**src/rtl/xsc_pkg.sv**
```systemverilog
package xsc_pkg;
    localparam int NPIN = 5;
    // pin vector positions
    localparam int P_TXDIS = 0;
    localparam int P_RS1   = 1;
    localparam int P_RS0   = 2;
    localparam int P_FAULT = 3;
    localparam int P_LOS   = 4;

    typedef struct packed {
        logic            soft_tx;
        logic            soft_rate;
        logic            not_ready;
        logic [NPIN-1:0] snap;
    } xsc_state_t;

    function automatic logic [7:0] pack_byte(xsc_state_t s);
        return {s.snap[P_TXDIS], s.soft_tx, s.snap[P_RS1], s.snap[P_RS0],
                s.soft_rate, s.snap[P_FAULT], s.snap[P_LOS], s.not_ready};
    endfunction
endpackage

```
**src/rtl/xsc_sync.sv**
```systemverilog
module xsc_sync #(
    parameter int W      = 5,
    parameter int STAGES = 2
) (
    input  logic         clk,
    input  logic         rst_n,
    input  logic [W-1:0] din,
    output logic [W-1:0] dout
);
    logic [W-1:0] stage_q [STAGES];

    for (genvar i = 0; i < STAGES; i++) begin : g_stage
        always_ff @(posedge clk or negedge rst_n) begin
            if (!rst_n) begin
                stage_q[i] <= '0;
            end else if (i == 0) begin
                stage_q[i] <= din;
            end else begin
                stage_q[i] <= stage_q[(i == 0) ? 0 : i-1];
            end
        end
    end

    assign dout = stage_q[STAGES-1];
endmodule

```
**src/rtl/xsc_tick.sv**
```systemverilog
module xsc_tick #(
    parameter int DIV = 100000
) (
    input  logic clk,
    input  logic rst_n,
    output logic tick
);
    localparam int CW = (DIV > 2) ? $clog2(DIV) : 1;
    localparam logic [CW-1:0] LAST = CW'(DIV - 1);

    logic [CW-1:0] cnt_d, cnt_q;

    always_comb begin
        cnt_d = (cnt_q == LAST) ? '0 : cnt_q + 1'b1;
    end

    always_ff @(posedge clk or negedge rst_n) begin
        if (!rst_n) cnt_q <= '0;
        else        cnt_q <= cnt_d;
    end

    assign tick = (cnt_q == LAST);
endmodule

```
**src/rtl/xsc_core.sv**
```systemverilog
module xsc_core
    import xsc_pkg::*;
#(
    parameter bit SOFT_TXDIS_EN = 1'b1,
    parameter bit SOFT_RATE_EN  = 1'b1
) (
    input  logic            clk,
    input  logic            rst_n,
    input  logic            wr_en,
    input  logic            wr_tx,
    input  logic            wr_rate,
    input  logic            tick,
    input  logic [NPIN-1:0] pins_s,
    input  logic            data_valid,
    output xsc_state_t      state
);
    xsc_state_t st_d, st_q;

    always_comb begin
        st_d = st_q;
        if (wr_en) begin
            st_d.soft_tx   = SOFT_TXDIS_EN ? wr_tx   : 1'b0;
            st_d.soft_rate = SOFT_RATE_EN  ? wr_rate : 1'b0;
        end
        if (tick)       st_d.snap      = pins_s;
        if (data_valid) st_d.not_ready = 1'b0;
    end

    always_ff @(posedge clk or negedge rst_n) begin
        if (!rst_n) begin
            st_q.soft_tx   <= 1'b0;
            st_q.soft_rate <= 1'b0;
            st_q.not_ready <= 1'b1;
            st_q.snap      <= '0;
        end else begin
            st_q <= st_d;
        end
    end

    assign state = st_q;
endmodule

```
**src/rtl/xcvr_stat_ctrl.sv**
```systemverilog
module xcvr_stat_ctrl
    import xsc_pkg::*;
#(
    parameter int SAMPLE_DIV    = 100000,
    parameter int SYNC_STAGES   = 2,
    parameter bit SOFT_TXDIS_EN = 1'b1,
    parameter bit SOFT_RATE_EN  = 1'b1
) (
    input  logic       clk,
    input  logic       rst_n,
    input  logic       wr_en,
    input  logic [7:0] wr_data,
    output logic [7:0] rd_data,
    input  logic       pin_txdis,
    input  logic       pin_rs1,
    input  logic       pin_rs0,
    input  logic       pin_txfault,
    input  logic       pin_rxlos,
    input  logic       data_valid,
    output logic       laser_off,
    output logic       full_bw
);
    logic [NPIN-1:0] pins_raw, pins_s;
    logic            sample_tick;
    xsc_state_t      state;
    logic            unused_wr;

    assign unused_wr = ^{wr_data[7], wr_data[5:4], wr_data[2:0]};

    always_comb begin
        pins_raw          = '0;
        pins_raw[P_TXDIS] = pin_txdis;
        pins_raw[P_RS1]   = pin_rs1;
        pins_raw[P_RS0]   = pin_rs0;
        pins_raw[P_FAULT] = pin_txfault;
        pins_raw[P_LOS]   = pin_rxlos;
    end

    xsc_sync #(.W(NPIN), .STAGES(SYNC_STAGES)) u_sync (
        .clk(clk), .rst_n(rst_n), .din(pins_raw), .dout(pins_s)
    );

    xsc_tick #(.DIV(SAMPLE_DIV)) u_tick (
        .clk(clk), .rst_n(rst_n), .tick(sample_tick)
    );

    xsc_core #(.SOFT_TXDIS_EN(SOFT_TXDIS_EN), .SOFT_RATE_EN(SOFT_RATE_EN)) u_core (
        .clk(clk), .rst_n(rst_n), .wr_en(wr_en),
        .wr_tx(wr_data[6]), .wr_rate(wr_data[3]),
        .tick(sample_tick), .pins_s(pins_s),
        .data_valid(data_valid), .state(state)
    );

    assign rd_data   = pack_byte(state);
    assign laser_off = state.soft_tx   | pins_s[P_TXDIS];
    assign full_bw   = state.soft_rate | pins_s[P_RS0];
endmodule

```
**config.mk**
```make
export PLATFORM = sky130hd
export DESIGN_NAME = xcvr_stat_ctrl
export DESIGN_NICKNAME = d
export VERILOG_FILES = /design/src/rtl/xsc_pkg.sv /design/src/rtl/xsc_sync.sv /design/src/rtl/xsc_tick.sv /design/src/rtl/xsc_core.sv /design/src/rtl/xcvr_stat_ctrl.sv
export SDC_FILE = /design/constraint.sdc
export NUM_CORES = 1
export LEC_CHECK = 0
export ABC_AREA = 0
export CORE_ASPECT_RATIO = 1.1
export CORE_MARGIN = 2
export CORE_UTILIZATION = 50
export CTS_BUF_LIST = sky130_fd_sc_hd__clkbuf_8 sky130_fd_sc_hd__clkbuf_16
export DETAILED_ROUTE_END_ITERATION = 12
export PLACE_DENSITY = 0.78
export SLEW_MARGIN = 20
export SYNTH_ARGS = -nofsm -noshare
export SYNTH_HDL_FRONTEND = slang
export SYNTH_SLANG_ARGS = --single-unit
```
**constraint.sdc**
```tcl
create_clock -name clk -period 3 [get_ports clk]
set_clock_uncertainty 0.2 [all_clocks]
set_input_delay 0.75 -clock clk [delete_from_list [all_inputs] [get_ports clk]]
set_output_delay 0.75 -clock clk [all_outputs]
set_load 0.01 [all_outputs]
```
==> results.sh <==
export IMPL_status="finished, final reports clean"
export IMPL_instances_no_fill=164
export IMPL_min_period_ns=2.382
export IMPL_drtPass1Iterations=5
export IMPL_place_inst=156
export IMPL_cpMaxStageDelayCell="nor4_4"
export IMPL_whs_ns=0.1514
export IMPL_pin_count=27
export IMPL_relSlewSlack_pct=55.75
export IMPL_cts_resized=0
export IMPL_hold_violations=0
export IMPL_rows=19
export IMPL_ys_seq_elements=35
export IMPL_worst_path_buf_inv=0
export IMPL_cts_tree="built"
export IMPL_grt_total_usage_pct=19.04
export IMPL_p_leak_nw=0.7417
export IMPL_p_per_area_nw_per_um2=496.0
export IMPL_syn_inst=104
export IMPL_num_vias=883
export IMPL_yosys_warnings=0
export IMPL_die_w_microns=53.80
export IMPL_ys_flop_type="dfrtp_1"
export IMPL_fmax_ghz=0.4198
export IMPL_critical_path_max_fanout=10
export IMPL_ir_drop_uv=449.5
export IMPL_drc_errors=0
export IMPL_required_ns=2.97
export IMPL_cp_num_cells=3
export IMPL_synth_largest_area_cell="dfrtp_1"
export IMPL_critPathKind="reg -> reg"
export IMPL_rsz0062_at_grt="false"
export IMPL_cp_end_kind="register"
export IMPL_routed_wl_microns=2390
export IMPL_fin_nets=150
export IMPL_finalSetupViolations=0
export IMPL_start_util_pct=53.62
export IMPL_path_clk_slew_ns=0.07
export IMPL_worstMarginPinSlew_ns=0.6588
export IMPL_path_cells="or4_4 > nor4_4 > mux2_2"
export IMPL_htree_levels=2
export IMPL_ant_nets=0
export IMPL_syn_avg_cell_area_sq_um=13.11
export IMPL_synth_seq_area_share_pct=64.31
export IMPL_gp_congestion=0.7516
export IMPL_diodes=0
export IMPL_dpl_cell_area_sq_um=1607
export IMPL_cpPeakStageDelay_ns=0.65
export IMPL_wl_per_cell_microns=14.57
export IMPL_post_cts_buffers=0
export IMPL_synthTopCellsByArea="dfrtp_1, xnor2_1, mux2_2"
export IMPL_cts_max_path_buffers=2
export IMPL_drtIter0Drc=29
export IMPL_fin_area_sq_um=1688
export IMPL_drv_slew=0
export IMPL_cp_start_kind="register"
export IMPL_cts_sinks=35
export IMPL_clkLatencyLatePin_ns=0.28
export IMPL_cts_buffers=5
export IMPL_hold_depth=0
export IMPL_finalCritPeriodShare_pct=79.40
export IMPL_crit_family="simple AND/OR/NAND/NOR gates"
export IMPL_grt_overflow_total=0
export IMPL_via_per_inst=5.384
export IMPL_dpl_hpwl_microns=1627
export IMPL_synth_edf_count=0
export IMPL_port_buffers=20
export IMPL_core_sq_um=2544
export IMPL_yosys_area_top_type_share_pct=62.39
export IMPL_cts_root_buf="clkbuf_8"
export IMPL_grt_pass1_vias=958
export IMPL_p_total_mw=0.8371
export IMPL_cts_hold_buf=0
export IMPL_areaGrowthSynthToFinish_pct=23.76
export IMPL_antenna_found_initial=0
export IMPL_drive_gt1_share_pct=15.04
export IMPL_ys_types=20
export IMPL_grt_pass1_wl_microns=4174
export IMPL_cp_arrival_ns=2.35
export IMPL_reg2regPathDepth=3
export IMPL_dieHeight_microns=58.78
export IMPL_synth_area_sq_um=1364
export IMPL_synthArstFlopShare_pct=100.0
export IMPL_grt_max_degree=36
export IMPL_max_cap_violations=0
export IMPL_die_area_sq_um=3162
export IMPL_hp_class="reg -> reg"
export IMPL_finalSetupTns_ns=0
export IMPL_syn_num_nets=122
[state kept, by name (all words and copies together) (netlist names)]
name / flops
u_core.state: 8
u_sync.dout: 5
u_sync.stage_q: 5
u_tick.cnt_q: 17
[cell type report]
class | instances | area (sq um)
timing repair buffer | 22 | 215.2
tap | 31 | 38.79
multi-input combinational | 65 | 464.2
sequential | 35 | 877.1
clock buffer | 5 | 68.82
inverter | 3 | 11.26
fill | 188 | 855.8
clock inverter | 3 | 12.51
[synth_stat cells, types with 2 or more instances]
library cell,count
dfrtp_1,34
inv_1,3
mux2_2,6
nand2_1,3
nand3_1,7
nand4_1,6
nand4b_1,2
nor2_1,11
nor2b_1,2
nor3_1,5
nor4_1,2
or2_2,2
xnor2_1,11
xor2_1,4
[logic make-up (layout without fill, tap and decap cells)]
group | Yosys count | count (layout) | share of synthesized area, %
flops | 35 | 35 | 64.31
fa+ha+maj | 1 | 1 | 0.9173
mux | 7 | 7 | 6.054
simple gates | 42 | 42 | 17.43
xor+xnor | 15 | 15 | 9.633
buf+inv | 4 | 33 | 1.651
[worst reg2reg max path: stages, from the launching register on]
cell and delay, ns:
dfrtp_1 0.44, or4_4 0.57, nor4_4 0.65, mux2_2 0.41
[layer usage]
| layer | routed length (microns) | vias to the layer above | GRT usage (%) | share of wire [%] |
|---|---|---|---|---|
| li1 | - | 415 | - | - |
| met3 | 129 | 7 | 7.868 | 5.4 |
| met2 | 1254 | 33 | 31.36 | 52 |
| met1 | 953 | 428 | 21.03 | 40 |
| met4 | 53 | 0 | 8.791 | 2.2 |
| met5 | 0 | - | 0 | 0 |
[path summary, 6_finish.rpt]
path,start,end,slack [ns]
min in group asynchronous,rst_n,u_sync.stage_q[9]$_DFF_PN0_,0.66
worst min register to register,u_sync.stage_q[8]$_DFF_PN0_,u_sync.dout[3]$_DFF_PN0_,0.15
max in group asynchronous,rst_n,u_core.state[5]$_DFFE_PN1P_,1.60
worst max-delay path,u_tick.cnt_q[6]$_DFF_PN0_,u_core.state[2]$_DFFE_PN0N_,0.62
worst min-delay path,u_sync.stage_q[8]$_DFF_PN0_,u_sync.dout[3]$_DFF_PN0_,0.15
worst max register to register,u_tick.cnt_q[6]$_DFF_PN0_,u_core.state[2]$_DFFE_PN0N_,0.62
[stage by stage]
step	util (%)	setup slack [ns]
after floorplan	-	0.8543
after global routing	66.36	0.4876
after CTS	66.36	0.5996
after detailed placement	63.16	0.6177
after global placement	63.16	0.6341
final	66.36	0.6181
[cells in the final DEF (no fill, tap or decap)]
cell / synthesis / layout
dfrtp_1: 34 / 34
clkdlybuf4s50_1: 0 / 20
xnor2_1: 11 / 11
nor2_1: 11 / 11
nand3_1: 7 / 7
nand4_1: 6 / 6
mux2_2: 6 / 6
inv_1: 3 / 5
nor3_1: 5 / 5
clkbuf_8: 0 / 5
xor2_1: 4 / 4
nand2_1: 3 / 3
nor4_1: 2 / 2
nand4b_1: 2 / 2
nor2b_1: 2 / 2
or2_2: 2 / 2
buf_4: 0 / 2
or4_4: 1 / 1
nor4_4: 1 / 1
mux2_4: 1 / 1
ha_1: 1 / 1
clkinv_2: 0 / 1
dfstp_2: 1 / 1
[report_power, final]
| group | internal (mW) | leakage (nW) | switching (mW) | total (mW) |
|---|---|---|---|---|
| clock network | 0.156 | 0.0505 | 0.157 | 0.312 |
| registers | 0.482 | 0.443 | 0.00394 | 0.485 |
| logic | 0.0236 | 0.248 | 0.0156 | 0.0392 |
| total | 0.661 | 0.742 | 0.176 | 0.837 |
No activity file was read; power rests on OpenSTA's default activity.
